<file path="src/rtl/vdev_bar_pkg.sv">
package vdev_bar_pkg;

  localparam int unsigned REGION_BYTES = 32'h80000;
  localparam int unsigned WIN_N        = 6;
  localparam int unsigned DOORBELL_STRIDE = 4;
  localparam int unsigned CAUSE_USED_BIT  = 0;
  localparam int unsigned CAUSE_CFG_BIT   = 1;

  typedef enum logic [2:0] {
    WIN_NONE = 3'd0,
    WIN_CMN  = 3'd1,
    WIN_CAUSE = 3'd2,
    WIN_DEV  = 3'd3,
    WIN_BELL = 3'd4,
    WIN_TBL  = 3'd5,
    WIN_PBA  = 3'd6
  } winT;

  // window order here is winT minus one
  function automatic logic [31:0] winBase(input int idx);
    case (idx)
      0: winBase = 32'h0_0000;
      1: winBase = 32'h0_2000;
      2: winBase = 32'h0_4000;
      3: winBase = 32'h0_6000;
      4: winBase = 32'h0_8000;
      default: winBase = 32'h4_8000;
    endcase
  endfunction

  function automatic logic [31:0] winBytes(input int idx);
    case (idx)
      0: winBytes = 32'd56;
      1: winBytes = 32'd4;
      2: winBytes = 32'h1000;
      3: winBytes = 32'h1000;
      4: winBytes = 32'h4_0000;
      default: winBytes = 32'h800;
    endcase
  endfunction

  typedef struct packed {
    logic rdStrobe;
    logic causeRd;
    logic causeWr;
    logic bellWr;
    winT  rdSrc;
  } strbT;

endpackage

</file>
<file path="src/rtl/vdev_bar_ctrl.sv">
module vdev_bar_ctrl
  import vdev_bar_pkg::*;
#(
  parameter int ADDR_W    = 20,
  parameter int SUB_OFF_W = 18,
  parameter int QIDX_W    = 10
) (
  input  logic                 clk,
  input  logic                 rstN,
  input  logic                 hostValid,
  input  logic                 hostWrite,
  input  logic [ADDR_W-1:0]    hostAddr,
  output strbT                 strb,
  output logic                 subWrite,
  output logic [SUB_OFF_W-1:0] subOffset,
  output logic                 cmnSel,
  output logic                 devSel,
  output logic                 tblSel,
  output logic                 pbaSel,
  output logic [QIDX_W-1:0]    bellIdx
);

  localparam int PAD_W = 32 - ADDR_W;

  logic [31:0]          addrExt;
  logic                 inRegion;
  logic [WIN_N-1:0]     winHit;
  logic [SUB_OFF_W-1:0] winOff [WIN_N];
  winT                  winSel;
  logic [SUB_OFF_W-1:0] offSel;

  assign addrExt  = {{PAD_W{1'b0}}, hostAddr};
  assign inRegion = addrExt < REGION_BYTES;

  for (genvar w = 0; w < WIN_N; w++) begin : gWin
    localparam logic [31:0] BASE  = winBase(w);
    localparam logic [31:0] BYTES = winBytes(w);
    logic [31:0] rel;
    assign rel       = addrExt - BASE;
    assign winHit[w] = inRegion && (rel < BYTES);
    assign winOff[w] = rel[SUB_OFF_W-1:0];
  end

  always_comb begin
    winSel = WIN_NONE;
    offSel = '0;
    for (int w = 0; w < WIN_N; w++) begin
      if (winHit[w]) begin
        winSel = winT'(w + 1);
        offSel = winOff[w];
      end
    end
  end

  always_comb begin
    strb          = '0;
    strb.rdSrc    = WIN_NONE;
    if (hostValid) begin
      strb.rdStrobe = !hostWrite;
      strb.causeRd  = !hostWrite && (winSel == WIN_CAUSE);
      strb.causeWr  = hostWrite && (winSel == WIN_CAUSE);
      strb.bellWr   = hostWrite && (winSel == WIN_BELL);
      strb.rdSrc    = hostWrite ? WIN_NONE : winSel;
    end
  end

  assign cmnSel    = hostValid && (winSel == WIN_CMN);
  assign devSel    = hostValid && (winSel == WIN_DEV);
  assign tblSel    = hostValid && (winSel == WIN_TBL);
  assign pbaSel    = hostValid && (winSel == WIN_PBA);
  assign subWrite  = hostValid && hostWrite;
  assign subOffset = offSel;
  assign bellIdx   = offSel[QIDX_W+1:2];

  // one target at most per access
  a_r10_single_target: assert property (@(posedge clk) disable iff (!rstN)
    $onehot0({cmnSel, devSel, tblSel, pbaSel, strb.causeRd, strb.causeWr, strb.bellWr}));

  // nothing selected without a request
  a_r10_idle_quiet: assert property (@(posedge clk) disable iff (!rstN)
    !hostValid |-> !(cmnSel || devSel || tblSel || pbaSel));

  // offsets past the region end reach nothing
  a_r9_outside_quiet: assert property (@(posedge clk) disable iff (!rstN)
    (hostValid && (addrExt >= REGION_BYTES)) |->
      !(cmnSel || devSel || tblSel || pbaSel || strb.causeRd || strb.causeWr || strb.bellWr));

endmodule

</file>
<file path="src/rtl/vdev_bar_datapath.sv">
module vdev_bar_datapath
  import vdev_bar_pkg::*;
#(
  parameter int QIDX_W = 10
) (
  input  logic              clk,
  input  logic              rstN,
  input  strbT              strb,
  input  logic              laneZeroEn,
  input  logic [7:0]        clrData,
  input  logic [QIDX_W-1:0] bellIdx,
  input  logic              raiseUsed,
  input  logic              raiseCfg,
  input  logic [31:0]       cmnRdata,
  input  logic [31:0]       devRdata,
  input  logic [31:0]       tblRdata,
  input  logic [31:0]       pbaRdata,
  output logic              hostRvalid,
  output logic [31:0]       hostRdata,
  output logic              notifyValid,
  output logic [QIDX_W-1:0] notifyQueue
);

  logic [7:0]  causeReg;
  logic [7:0]  causeNext;
  logic [7:0]  clrMask;
  logic [7:0]  raiseVec;
  logic [31:0] rdMux;

  always_comb begin
    raiseVec = '0;
    raiseVec[CAUSE_USED_BIT] = raiseUsed;
    raiseVec[CAUSE_CFG_BIT]  = raiseCfg;
  end

  always_comb begin
    clrMask = '0;
    if (strb.causeRd && laneZeroEn) clrMask = 8'hFF;
    else if (strb.causeWr && laneZeroEn) clrMask = clrData;
  end

  // raise applied after the clear so a same-cycle cause survives
  assign causeNext = (causeReg & ~clrMask) | raiseVec;

  always_comb begin
    case (strb.rdSrc)
      WIN_CMN:   rdMux = cmnRdata;
      WIN_DEV:   rdMux = devRdata;
      WIN_TBL:   rdMux = tblRdata;
      WIN_PBA:   rdMux = pbaRdata;
      WIN_CAUSE: rdMux = {24'h0, laneZeroEn ? causeReg : 8'h00};
      default:   rdMux = '0;
    endcase
  end

  always_ff @(posedge clk) begin
    if (!rstN) begin
      causeReg    <= '0;
      hostRvalid  <= 1'b0;
      hostRdata   <= '0;
      notifyValid <= 1'b0;
      notifyQueue <= '0;
    end else begin
      causeReg    <= causeNext;
      hostRvalid  <= strb.rdStrobe;
      hostRdata   <= strb.rdStrobe ? rdMux : '0;
      notifyValid <= strb.bellWr;
      if (strb.bellWr) notifyQueue <= bellIdx;
    end
  end

  // a raised cause is visible next cycle regardless of clears
  a_r7_used_kept: assert property (@(posedge clk) disable iff (!rstN)
    raiseUsed |=> causeReg[CAUSE_USED_BIT]);
  a_r7_cfg_kept: assert property (@(posedge clk) disable iff (!rstN)
    raiseCfg |=> causeReg[CAUSE_CFG_BIT]);

  // read-to-clear with no raise empties the byte
  a_r5_read_clears: assert property (@(posedge clk) disable iff (!rstN)
    (strb.causeRd && laneZeroEn && !raiseUsed && !raiseCfg) |=> (causeReg == 8'h00));

endmodule

</file>
<file path="src/rtl/vdev_bar_decoder.sv">
module vdev_bar_decoder
  import vdev_bar_pkg::*;
#(
  parameter int ADDR_W    = 20,
  parameter int SUB_OFF_W = 18,
  parameter int QIDX_W    = 10
) (
  input  logic                 clk,
  input  logic                 rstN,
  input  logic                 hostValid,
  input  logic                 hostWrite,
  input  logic [ADDR_W-1:0]    hostAddr,
  input  logic [3:0]           hostByteEn,
  input  logic [31:0]          hostWdata,
  output logic                 hostRvalid,
  output logic [31:0]          hostRdata,
  input  logic                 raiseUsed,
  input  logic                 raiseCfg,
  output logic                 subWrite,
  output logic [SUB_OFF_W-1:0] subOffset,
  output logic [3:0]           subByteEn,
  output logic [31:0]          subWdata,
  output logic                 cmnSel,
  input  logic [31:0]          cmnRdata,
  output logic                 devSel,
  input  logic [31:0]          devRdata,
  output logic                 tblSel,
  input  logic [31:0]          tblRdata,
  output logic                 pbaSel,
  input  logic [31:0]          pbaRdata,
  output logic                 notifyValid,
  output logic [QIDX_W-1:0]    notifyQueue
);

  strbT              strb;
  logic [QIDX_W-1:0] bellIdx;

  vdev_bar_ctrl #(
    .ADDR_W(ADDR_W), .SUB_OFF_W(SUB_OFF_W), .QIDX_W(QIDX_W)
  ) uCtrl (
    .clk(clk), .rstN(rstN),
    .hostValid(hostValid), .hostWrite(hostWrite), .hostAddr(hostAddr),
    .strb(strb), .subWrite(subWrite), .subOffset(subOffset),
    .cmnSel(cmnSel), .devSel(devSel), .tblSel(tblSel), .pbaSel(pbaSel),
    .bellIdx(bellIdx)
  );

  vdev_bar_datapath #(.QIDX_W(QIDX_W)) uData (
    .clk(clk), .rstN(rstN), .strb(strb),
    .laneZeroEn(hostByteEn[0]), .clrData(hostWdata[7:0]), .bellIdx(bellIdx),
    .raiseUsed(raiseUsed), .raiseCfg(raiseCfg),
    .cmnRdata(cmnRdata), .devRdata(devRdata), .tblRdata(tblRdata), .pbaRdata(pbaRdata),
    .hostRvalid(hostRvalid), .hostRdata(hostRdata),
    .notifyValid(notifyValid), .notifyQueue(notifyQueue)
  );

  assign subByteEn = hostByteEn;
  assign subWdata  = hostWdata;

  // every response answers a read in the previous cycle
  a_r2_resp_from_read: assert property (@(posedge clk) disable iff (!rstN)
    hostRvalid |-> $past(hostValid && !hostWrite));

  // every doorbell pulse answers a write in the previous cycle
  a_r8_bell_from_write: assert property (@(posedge clk) disable iff (!rstN)
    notifyValid |-> $past(hostValid && hostWrite));

endmodule

</file>
<file path="config.mk">
export PLATFORM = sky130hd
export DESIGN_NAME = vdev_bar_decoder
export DESIGN_NICKNAME = d
export VERILOG_FILES = /design/src/rtl/vdev_bar_pkg.sv /design/src/rtl/vdev_bar_ctrl.sv /design/src/rtl/vdev_bar_datapath.sv /design/src/rtl/vdev_bar_decoder.sv
export SDC_FILE = /design/constraint.sdc
export NUM_CORES = 1
export LEC_CHECK = 0
export BUFFER_PORTS_ARGS = -buffer_cell sky130_fd_sc_hd__buf_2
export CAP_MARGIN = 10
export CORE_AREA = 5 5 111 113
export CTS_CLUSTER_SIZE = 12
export DETAILED_ROUTE_END_ITERATION = 16
export DIE_AREA = 0 0 116 118
export PLACE_DENSITY = 0.69
export SKIP_CTS_REPAIR_TIMING = 1
export SYNTH_ARGS = -nofsm -noshare
export SYNTH_HDL_FRONTEND = slang
export SYNTH_SLANG_ARGS = --single-unit
</file>
<file path="constraint.sdc">
create_clock -name clk -period 3.9 [get_ports clk]
set_clock_uncertainty 0.05 [all_clocks]
set_input_delay 0.78 -clock clk [delete_from_list [all_inputs] [get_ports clk]]
set_output_delay 0.78 -clock clk [all_outputs]
set_load 0.005 [all_outputs]
</file>
Word-level counts from Yosys, hierarchy flattened
Cells that the tools add are included.
{"block": "word_totals", "register_bits": 52, "in_bits": 190, "out_inout_bits": 103, "wordCells": 67}
{"block": "op_classes", "addsub": 5, "magnitude_cmp": 7, "n_eq_ne": 11, "mux": 18, "n_bitwise": 3, "n_reduce_logical": 18}
{"cell": "32-bit case mux with 5 select lines", "n": 1}
{"cell": "18-bit 2-to-1 mux", "n": 6}
{"cell": "32-bit by 13-bit < comparator with 1-bit output, second input constant", "n": 2}
{"cell": "20-bit by 15-bit subtractor with 21-bit output, second input constant", "n": 2}
{"cell": "32-bit by 12-bit < comparator with 1-bit output, second input constant", "n": 1}
{"cell": "32-bit by 19-bit < comparator with 1-bit output, second input constant", "n": 1}
{"cell": "32-bit by 3-bit < comparator with 1-bit output, second input constant", "n": 1}
{"cell": "8-bit 2-to-1 mux", "n": 3}
{"cell": "20-bit by 14-bit subtractor with 21-bit output, second input constant", "n": 1}
{"cell": "20-bit by 16-bit subtractor with 21-bit output, second input constant", "n": 1}
{"cell": "20-bit by 19-bit subtractor with 21-bit output, second input constant", "n": 1}
{"cell": "20-bit < comparator, second input constant", "n": 1}
{"cell": "20-bit by 6-bit < comparator with 1-bit output, second input constant", "n": 1}
{"cell": "1-bit logical AND", "n": 16}
{"cell": "3-bit equality test, second input constant", "n": 5}
{"cell": "3-bit by 2-bit equality test with 1-bit output, second input constant", "n": 4}
{"cell": "3-bit 2-to-1 mux", "n": 4}
{"cell": "8-bit AND", "n": 1}
{"cell": "8-bit NOT", "n": 1}
{"cell": "8-bit by 2-bit bitwise OR with 8-bit output", "n": 1}
{"cell": "7-bit 2-to-1 mux", "n": 1}
{"cell": "3-bit by 1-bit equality test with 1-bit output, second input constant", "n": 2}
{"cell": "2-bit 2-to-1 mux", "n": 2}
{"cell": "2-bit AND reduction", "n": 1}
{"cell": "2 further kinds", "n": 2}

Longest topological paths before layout
Gate-level depths: netlist of run 1.
{"block": "logic_depth", "word_depth": 17, "mapped_depth": 12, "ltp_nobuf": 8}

Hierarchy
From an unflattened synthesis of run 1, not the netlist that was laid out.
{"block": "unflattened", "hier_cells": 481, "area_unflattened_um2": 4182.8}
{"module": "vdev_bar_datapath", "n_inst": 1, "cells_each": 326, "area_each_um2": 3029.2, "seq_area_each_um2": 1041.0}
{"module": "vdev_bar_ctrl", "n_inst": 1, "cells_each": 119, "area_each_um2": 883.3, "seq_area_each_um2": 0.0}
{"module": "vdev_bar_decoder", "n_inst": 1, "cells_each": 36, "area_each_um2": 270.3, "seq_area_each_um2": 0.0}

Least setup slack after synthesis of run 1
OpenSTA, ideal clock, no wires.
{"block": "synth_timing", "path_kind": "input to output", "startpoint": "input hostAddr[15]", "endpoint": "output subOffset[10]", "arrival_time_ps": 3074, "required_time_ps": 3070, "setup_slack_ps": -4, "stages": 11, "path_buffers": 3, "cell_sequence": "clkbuf_1 > inv_1 > ha_1 > buf_2 > xnor2_1 > a32oi_1 > nor3_4 > or2_1 > or3_1 > buf_2 > and2_1"}
{"block": "synth_between", "elab_chain_len": 8, "word_cells_on_any_way": 24, "classes_between": "5 x add/sub; 7 x order compare; 6 x mux; 6 x reduce/logical"}
{"element": "start, declared", "line": "vdev_bar_decoder.sv:12", "text": "input logic [ADDR_W-1:0] hostAddr,"}
{"element": "20-bit by 14-bit subtractor with 21-bit output, or another cell as far along", "line": "vdev_bar_ctrl.sv:39", "text": "assign rel = addrExt - BASE;"}
{"element": "32-bit by 3-bit < comparator with 1-bit output / 1-bit logical AND (equally long branches)", "line": "vdev_bar_ctrl.sv:40", "text": "assign winHit[w] = inRegion && (rel < BYTES);"}
{"element": "1-bit logical AND / 18-bit 2-to-1 mux (equally long branches)", "line": "vdev_bar_ctrl.sv:40, vdev_bar_ctrl.sv:48"}
{"element": "18-bit 2-to-1 mux (4 in series)", "line": "vdev_bar_ctrl.sv:48", "text": "if (winHit[w]) begin"}
{"element": "18-bit 2-to-1 mux *", "line": "vdev_bar_ctrl.sv:48"}
{"element": "end, declared", "line": "vdev_bar_decoder.sv:20", "text": "output logic [SUB_OFF_W-1:0] subOffset,"}
Mark *: on every way between the ends. The rest lies on a longest branch, timed or not.

Final worst setup path of run 1
{"block": "layout_timing", "startpoint": "input hostAddr[14]", "endpoint": "output subOffset[5]"}
The elaborated chain is that of the path after synthesis.

==> flow_summary_export.csv, run 1 <==
group,metric,value,unit
synthesis,synth_top_area_cell,"dfxtp_1",
synthesis,synth_most_common_cell,"dfxtp_1",
setup_path,endpoint_kind,"output port",
clocking,h-tree-depth,2,
power,power_frac_comb,19.3,%
power,vdd_drop_max,0.150,mV
clocking,worstSkewPairLatency,280,ps
route,via_per_inst,5.13,
setup_path,timing.critical_path.from,"hostAddr[14]",
die,die_w,116,um
clocking,cts_made_buffers,5,
synthesis,synth_area,3390,um^2
setup_path,critPathArrivalTime,2870,ps
power,static-leakage-power,2.31,nW
min_path,hold_path_class,"flop to flop",
die,rows,39,
synthesis,yosys_most_used_dff,"dfxtp_1",
setup_path,r2r-start,"uData.causeReg[1]",
setup_path,crit_fanout,13,
route,ant_nets,0,
cells_and_area,area_growth,39.4,%
route,finalWirelength,13000,um
setup_path,worstSetupStartpointType,"input pin",
power,power.clock.fraction,36.5,%
power,totalPowerFinal,1.21,mW
sta,hold_viol,0,
synthesis,yosysWarnings,0,
setup_path,rr_worst_depth,2,
power,power_density,256,nW/um^2
setup_path,worstSetupPathType,"input pin to output port",
placed_design,gp_congestion,0.870,
global_route,antenna_found_initial,1,
synthesis,yosysSeqAreaShare,30.7,%
placed_design,dp_hpwl,10800,um
flow_run,drv_cap,0,
cells_and_area,drive_above_1_share,51.1,%
global_route,overflow,0,
die,die_area,13700,um^2
route,first_pass_iters,4,
die,die_h,118,um
synthesis,syn_avg_cell_area,8.84,um^2
power,p_int,0.918,mW
sta,min_period,3700,ps
synthesis,synthArstFlopShare,0,%
cells_and_area,final_nets,789,
global_route,grt_max_degree,33,
sta,fin_crit_sh,94.8,%
clocking,cts.sinks,52,
setup_path,r2r-end,"uData.hostRdata[1]",
die,initial_core_util,30.2,%
synthesis,ys_top_cells_by_area,"dfxtp_1, a221oi_2, buf_4",
route,dr_total_vias,3763,
setup_path,rrSetupSlack,3050,ps
power,swShare,24.2,%
synthesis,syn_nets,584,
synthesis,synth_enable_flop_cells,0,
clocking,clk_path_buf_depth,2,
global_route,grt_pass1_wl,19400,um
sta,final-setup-viol-count,0,
outcome,outcome,"finished, final reports clean",
clocking,cts_tree,"yes",
synthesis,yosys.area.top_type_share,30.7,%
placed_design,port_buffers,238,
synthesis,synth_cell_types,57,
die,ioPinCount,293,
synthesis,ys_ff_latch,52,
setup_path,required,3070,ps
route,wire_per_inst,17.8,um
power,seq_power_share,44.1,%
sta,max-slew-margin-rel,45.5,%
sta,finalMaxSlewViolations,0,
clocking,cts_root_buffer,"clkbuf_16",
synthesis,syn-instance-count,384,
route,dr.first_iter.drc_count,253,
sta,fin_setup_tns,0,ps
sta,fmax,271,MHz
setup_path,endpoint,"subOffset[5]",
synthesis,synth_common_cells,"dfxtp_1, nor2_1, buf_4",
sta,worst_pin_slew,815,ps
power,p_sw,0.293,mW
route,drc,0,
global_route,grt_use_total,17.7,%
clocking,clk_pin_slew_worst_paths,60,ps
die,design.core.area,11200,um^2
global_route,grt_pass1_vias,3761,
sta,rsz0062_at_grt,"false",
-- routing by layer --
| layer | vias up | wire [um] | global-route usage (%) |
|---|---|---|---|
| li1 | 1795 | - | - |
| met1 | 1736 | 5070 | 21.0 |
| met2 | 200 | 6450 | 31.6 |
| met3 | 32 | 1150 | 2.88 |
| met4 | 0 | 363 | 6.38 |
| met5 | - | 0 | 0 |
-- stage by stage --
step / area [um^2] / setup WS (ps) / instances / util [%] / hold WS (ps)
floorplan: 3400 / 68.6 / 384 / - / 360
global placement: 4560 / 122 / 725 / 40.7 / 372
detailed placement: 4560 / 6.43 / 725 / 40.7 / 376
CTS: 4720 / 9.18 / 732 / 42.0 / 387
global route: 4730 / 47.6 / 733 / 42.1 / 401
finish: 4730 / 204 / 733 / 42.1 / 389
-- final cells by class --
type	instances	area (um^2)
Sequential cell	52	1040
Clock buffer	7	153
Timing Repair Buffer	257	1330
Tap cell	143	179
Multi-Input combinational cell	258	1960
Fill cell	1137	6490
Antenna cell	1	2.50
Inverter	15	56.3
-- power groups by stage --
| stage | clock (mW) | sequential [mW] | combinational [mW] |
|---|---|---|---|
| floorplan | 0 | 0.546 | 0.115 |
| global placement | 0 | 0.546 | 0.227 |
| detailed placement | 0 | 0.546 | 0.232 |
| CTS | 0.460 | 0.534 | 0.233 |
| global route | 0.484 | 0.534 | 0.254 |
| finish | 0.442 | 0.534 | 0.234 |
-- cell families (layout without fill, tap and decap cells) --
kind of cell,Yosys count,count (layout),synth area share (%)
adder cells (fa/ha/maj),10,10,3.69
AO/OA/AOI/OAI,105,105,28.7
flip-flops,52,52,30.7
XOR/XNOR,5,5,1.29
AND/OR/NAND/NOR,127,127,19.5
buffers and inverters,74,279,12.8
other,0,1,0
multiplexers,11,11,3.28
-- registers in the layout, indices dropped and copies added, names as in the netlist --
| name | count |
|---|---|
| uData.causeReg | 8 |
| uData.hostRdata | 32 |
| uData.notifyValid | 1 |
| uData.notifyQueue | 10 |
| uData.hostRvalid | 1 |
-- how the worst min path moves through the flow --
stage | from | end | cells past startpoint
6_report | uData.causeReg[3] | uData.causeReg[3] | 2
5_1_grt | uData.causeReg[6] | uData.causeReg[6] | 2
4_1_cts | uData.causeReg[3] | uData.causeReg[3] | 2
3_5_place_dp | uData.causeReg[3] | uData.causeReg[3] | 2
3_3_place_gp | uData.causeReg[4] | uData.causeReg[4] | 2
2_1_floorplan | uData.causeReg[2] | uData.causeReg[2] | 2
-- layout by cell type, fill, tap and decap left out, types with 2 or more instances in the layout --
master,n
o21ai_0,2
nand3_1,2
a221oi_2,20
o21bai_1,2
nand2b_1,4
and3_1,2
mux2i_1,10
clkbuf_8,2
a22o_1,30
and2_1,13
clkbuf_16,5
inv_1,15
a21oi_1,8
a221oi_1,4
buf_2,238
or4_1,2
nor4_1,4
nor2b_1,4
o21ai_1,2
xnor2_1,5
a222oi_1,4
nor3_4,2
buf_4,19
dfxtp_1,52
a31oi_1,9
nor3_1,6
nor3_2,2
or2_1,2
nand4_1,4
nand2_1,22
nor2_1,48
ha_1,9
o31ai_1,2
a211oi_1,7
-- worst max-delay path, cell delays in order --
cell     delay [ps]
buf_2           150
inv_1           120
ha_1            350
or4b_2          590
nor3_1          160
nand4_1         150
nand2_1         130
or3_4           180
and2_1          140
buf_2           110
Power figures use the tool's default switching activity.
==> run 2: changes to the inputs <==
CELL_PAD_IN_SITES_DETAIL_PLACEMENT = 1   (was not set)
CELL_PAD_IN_SITES_GLOBAL_PLACEMENT = 1   (was not set)
CORE_AREA = not set   (was 5 5 111 113)
CORE_MARGIN = 5   (was not set)
CORE_UTILIZATION = 23   (was not set)
DIE_AREA = not set   (was 0 0 116 118)
HOLD_SLACK_MARGIN = 0.02   (was not set)
PLACE_DENSITY = not set   (was 0.69)
PLACE_DENSITY_LB_ADDON = 0.1   (was not set)
==> flow_summary_export.csv, run 2 (same netlist as run 1, synthesis figures left out) <==
group,metric,value,unit
outcome,outcome,"finished, final reports clean",
clocking,h-tree-depth,2,
route,ant_nets,0,
power,power_frac_comb,18.2,%
setup_path,crit_fanout,7,
sta,fin_setup_tns,0,ps
power,static-leakage-power,2.34,nW
cells_and_area,reg.largest.list,"uData.hostRdata: 32 flops, uData.notifyQueue: 10 flops, uData.causeReg: 8 flops",
sta,final-setup-viol-count,0,
cells_and_area,final_nets,792,
cells_and_area,regMostFlops,"uData.hostRdata",
setup_path,endpoint_kind,"output port",
placed_design,dp_hpwl,12400,um
die,design.core.area,14500,um^2
min_path,hold_path_class,"flop to flop",
die,initial_core_util,23.4,%
cells_and_area,drive_above_1_share,51.6,%
power,seq_power_share,41.5,%
global_route,grt_pass1_wl,23100,um
setup_path,required,3070,ps
power,vdd_drop_max,0.137,mV
placed_design,gp_congestion,0.826,
sta,finalMaxSlewViolations,0,
clocking,worstSkewPairLatency,300,ps
clocking,cts_made_buffers,5,
sta,hold_viol,0,
route,dr_total_vias,3687,
global_route,use_met1,19.7,%
power,p_int,0.971,mW
global_route,grt_use_total,16.5,%
sta,worst_pin_slew,641,ps
die,die_h,131,um
route,drc,0,
route,first_pass_iters,4,
clocking,clk_path_buf_depth,2,
route,via_per_inst,4.75,
setup_path,worstSetupStartpointType,"input pin",
clocking,cts_root_buffer,"clkbuf_16",
cells_and_area,largest_reg_flops,32,
sta,rsz0062_at_grt,"false",
global_route,grt.met2_usage,29.3,%
global_route,grt_pass1_vias,3907,
clocking,cts.sinks,52,
sta,max-slew-margin-rel,57.1,%
cells_and_area,final_cell_mix,"buf_2, dfxtp_1, nor2_1",
placed_design,port_buffers,238,
global_route,grt_max_degree,33,
die,ioPinCount,293,
setup_path,critPathArrivalTime,2870,ps
sta,fmax,270,MHz
power,totalPowerFinal,1.29,mW
die,rows,44,
clocking,clk_pin_slew_worst_paths,70,ps
cells_and_area,antenna_cells,0,
sta,fin_crit_sh,95.0,%
global_route,gr-max-usage-layer,"met2",
cells_and_area,final_common_cell,"buf_2",
sta,min_period,3700,ps
die,die_w,131,um
global_route,grtUsageMet3,4.36,%
route,wire_per_inst,19.0,um
die,die_area,17300,um^2
flow_run,drv_cap,0,
setup_path,worstSetupPathType,"input pin to output port",
global_route,antenna_found_initial,0,
route,dr.first_iter.drc_count,154,
power,power_density,266,nW/um^2
clocking,cts_tree,"yes",
power,p_sw,0.315,mW
power,power.clock.fraction,40.3,%
power,swShare,24.5,%
global_route,overflow,0,
route,finalWirelength,14800,um
cells_and_area,area_growth,42.4,%
-- run 2: area by class of cell --
cell class / instances / area (um^2)
fill: 1769 / 9650
multi-input combinational: 258 / 1970
timing repair buffer: 260 / 1360
sequential: 52 / 1040
tap: 184 / 230
clock buffer: 6 / 139
inverter: 15 / 56.3
clock inverter: 2 / 38.8
-- run 2: final timing paths --
kind / from / end / slack [ps] / cells after the start
min: uData.causeReg[7] / uData.causeReg[7] / 390 / 2
min reg2reg: uData.causeReg[7] / uData.causeReg[7] / 390 / 2
max reg2reg: uData.causeReg[1] / uData.hostRdata[1] / 3180 / 2
max: hostAddr[14] / cmnSel / 200 / 9
-- run 2: per-stage QoR --
step	hold WS (ps)	area, um^2	std cells	utilization [%]	setup WS (ps)
after floorplan	360	3400	384	-	68.6
after global placement	368	4640	769	32.0	96.6
after detailed placement	379	4640	769	32.0	16.4
after CTS	390	4810	777	33.3	11.9
after global routing	403	4830	777	33.4	17.5
final	387	4830	777	33.4	196
-- run 2: critical path, cell delays in order --
cell and delay, ps:
buf_2 140, inv_1 160, ha_1 230, or4b_1 470, nand2b_1 180, or2_1 290, a21oi_2 200, nor4b_2 240
buf_2 170
-- run 2: per-layer routing --
metal	up-vias	wire, um
met2	138	7550
met5	-	0
met1	1730	6040
li1	1801	-
met3	18	933
met4	0	274
-- run 2: power by group through the flow --
stage / logic [mW] / registers (mW) / clock network, mW
finish: 0.234 / 0.534 / 0.518
global route: 0.258 / 0.534 / 0.567
CTS: 0.237 / 0.534 / 0.543
detailed placement: 0.235 / 0.546 / 0
global placement: 0.230 / 0.546 / 0
floorplan: 0.115 / 0.546 / 0
==> run 3: changes to the inputs <==
ABC_AREA = 1   (was not set)
PLACE_DENSITY_LB_ADDON = 0.15   (was 0.1)
==> flow_summary_export.csv, run 3 <==
group,metric,value,unit
die,design.core.area,16500,um^2
sta,fin_crit_sh,93.8,%
cells_and_area,area_growth,32.4,%
global_route,antenna_found_initial,1,
placed_design,port_buffers,238,
cells_and_area,nFillCells,2245,
synthesis,synth_cell_types,34,
global_route,grt_pass1_wl,26400,um
clocking,h-tree-depth,2,
route,dr_total_vias,4610,
sta,rsz0062_at_grt,"false",
route,first_pass_iters,4,
clocking,cts_made_buffers,5,
synthesis,syn-instance-count,630,
clocking,cts_tree,"yes",
setup_path,critPathArrivalTime,2830,ps
global_route,overflow,0,
synthesis,ys_ff_latch,52,
sta,final-setup-viol-count,0,
route,wire_per_inst,16.1,um
global_route,grt_use_total,16.7,%
synthesis,synth_most_common_cell,"nand2_1",
sta,hold_slack,389,ps
die,die_area,19400,um^2
route,dr.first_iter.drc_count,122,
setup_path,path_buf_inv,5,
synthesis,syn_avg_cell_area,6.11,um^2
synthesis,synthArstFlopShare,0,%
die,die_w,139,um
sta,hold_viol,0,
clocking,worstSkewPairLatency,300,ps
synthesis,synth_common_cells,"nand2_1, nor2_1, inv_1",
route,finalWirelength,16800,um
setup_path,crit_fanout,10,
cells_and_area,reg.largest.list,"uData.hostRdata: 32 flops, uData.notifyQueue: 10 flops, uData.causeReg: 8 flops",
sta,fmax,273,MHz
setup_path,cp_slowest_cell,"ha_1",
synthesis,yosys.area.top_type_share,27.0,%
cells_and_area,final_cell_count_no_fill,1044,
route,drc,0,
cells_and_area,final_nets,1022,
clocking,cts_root_buffer,"clkbuf_16",
cells_and_area,final_cell_mix,"buf_2, nand2_1, nor2_1",
power,swShare,29.7,%
die,rows,47,
synthesis,yosysWarnings,0,
cells_and_area,drive_above_1_share,33.5,%
synthesis,yosysSeqAreaShare,27.0,%
route,ant_nets,0,
synthesis,yosys_most_used_dff,"dfxtp_1",
clocking,clk_pin_slew_worst_paths,70,ps
cells_and_area,largest_reg_flops,32,
cells_and_area,final_common_cell,"buf_2",
power,p_sw,0.375,mW
global_route,grtUsageMet3,4.43,%
power,vdd_drop_max,0.152,mV
synthesis,synth_top_area_cell,"dfxtp_1",
placed_design,dp_hpwl,13500,um
setup_path,required,3070,ps
sta,fin_setup_tns,0,ps
power,seq_power_share,42.9,%
global_route,grt.met2_usage,28.7,%
power,power.clock.fraction,36.7,%
sta,min_period,3660,ps
power,p_int,0.886,mW
power,power_frac_comb,20.4,%
global_route,use_met1,21.0,%
setup_path,worstSetupStartpointType,"input pin",
power,static-leakage-power,2.88,nW
cells_and_area,final_util,30.8,%
synthesis,synth_area,3850,um^2
cells_and_area,regMostFlops,"uData.hostRdata",
outcome,outcome,"finished, final reports clean",
setup_path,worstSetupPathType,"input pin to output port",
clocking,clk_path_buf_depth,2,
min_path,hold_path_class,"flop to flop",
setup_path,endpoint_kind,"output port",
placed_design,place_worst_setup_slack,243,ps
clocking,cts.sinks,52,
global_route,grt_max_degree,41,
power,power_density,247,nW/um^2
global_route,grt_pass1_vias,4918,
sta,setup_ws,240,ps
setup_path,critPathTopFamily,"simple AND/OR/NAND/NOR gates",
placed_design,place_inst,1035,
die,ioPinCount,293,
synthesis,ys_top_cells_by_area,"dfxtp_1, nand2_1, nor2_1",
sta,finalMaxSlewViolations,0,
die,die_h,139,um
flow_run,drv_cap,0,
route,via_per_inst,4.42,
die,initial_core_util,23.3,%
setup_path,path_cells,"buf_2 -> inv_2 -> ha_1 -> inv_1 -> nand2_2 -> nand2_2 -> nand4_1 -> nand2_4 -> nor2_8 -> nand4_1 -> inv_2 -> nor2_1 -> buf_2",
global_route,gr-max-usage-layer,"met2",
placed_design,gp_congestion,0.832,
synthesis,synth_enable_flop_cells,0,
sta,worst_pin_slew,983,ps
sta,max-slew-margin-rel,34.4,%
setup_path,crit_path_max_incr_delay,290,ps
synthesis,syn_nets,830,
## run 3: logic make-up after synthesis
group,share of synthesized area (%)
AO/OA/AOI/OAI,7.97
XOR/XNOR,0.228
AND/OR/NAND/NOR,41.2
buffers and inverters,20.4
adder cells (fa/ha/maj),3.25
flip-flops,27.0
## run 3: worst paths after layout
kind / slack, ps / startpoint / depth (start not counted) / endpoint
setup / recovery: 240 / hostAddr[15] / 13 / subOffset[6]
setup reg to reg: 2960 / uData.causeReg[4] / 6 / uData.hostRdata[4]
hold reg to reg: 390 / uData.causeReg[4] / 2 / uData.causeReg[4]
hold / removal: 390 / uData.causeReg[4] / 2 / uData.causeReg[4]
## run 3: per-layer routing
metal | share of wire [%] | vias to the layer above | wire length [um]
met5 | 0 | - | 0
met4 | 1.4 | 0 | 231
met3 | 6.8 | 22 | 1150
met2 | 48 | 164 | 8070
met1 | 44 | 2102 | 7370
li1 | - | 2322 | -
## run 3: final cells by class
| cell class | count | area, um^2 | area share, % |
|---|---|---|---|
| antenna | 1 | 2.50 | 0.0491 |
| clock buffer | 5 | 125 | 2.46 |
| clock inverter | 3 | 21.3 | 0.417 |
| inverter | 91 | 342 | 6.70 |
| multi-input combinational | 425 | 2030 | 39.8 |
| sequential | 52 | 1040 | 20.4 |
| tap | 220 | 275 | 5.40 |
| timing repair buffer | 247 | 1260 | 24.7 |
## run 3: tightest hold or removal path: stages, from the launching register on
cell     delay (ps)
dfxtp_1         310
nand2_1          60
nor2_1           30
## run 3: power by group through the flow
stage / clock network [mW] / logic [mW] / registers, mW
2_1_floorplan: 0 / 0.139 / 0.554
3_3_place_gp: 0 / 0.259 / 0.553
3_5_place_dp: 0 / 0.258 / 0.553
4_1_cts: 0.480 / 0.261 / 0.541
5_1_grt: 0.497 / 0.289 / 0.542
6_report: 0.463 / 0.256 / 0.541
## run 3: metrics by stage
step / power [mW] / cell area [um^2]
2_1_floorplan: 0.693 / 3850
4_1_cts: 1.28 / 5090
6_report: 1.26 / 5090
3_3_place_gp: 0.812 / 4950
5_1_grt: 1.33 / 5090
3_5_place_dp: 0.812 / 4950
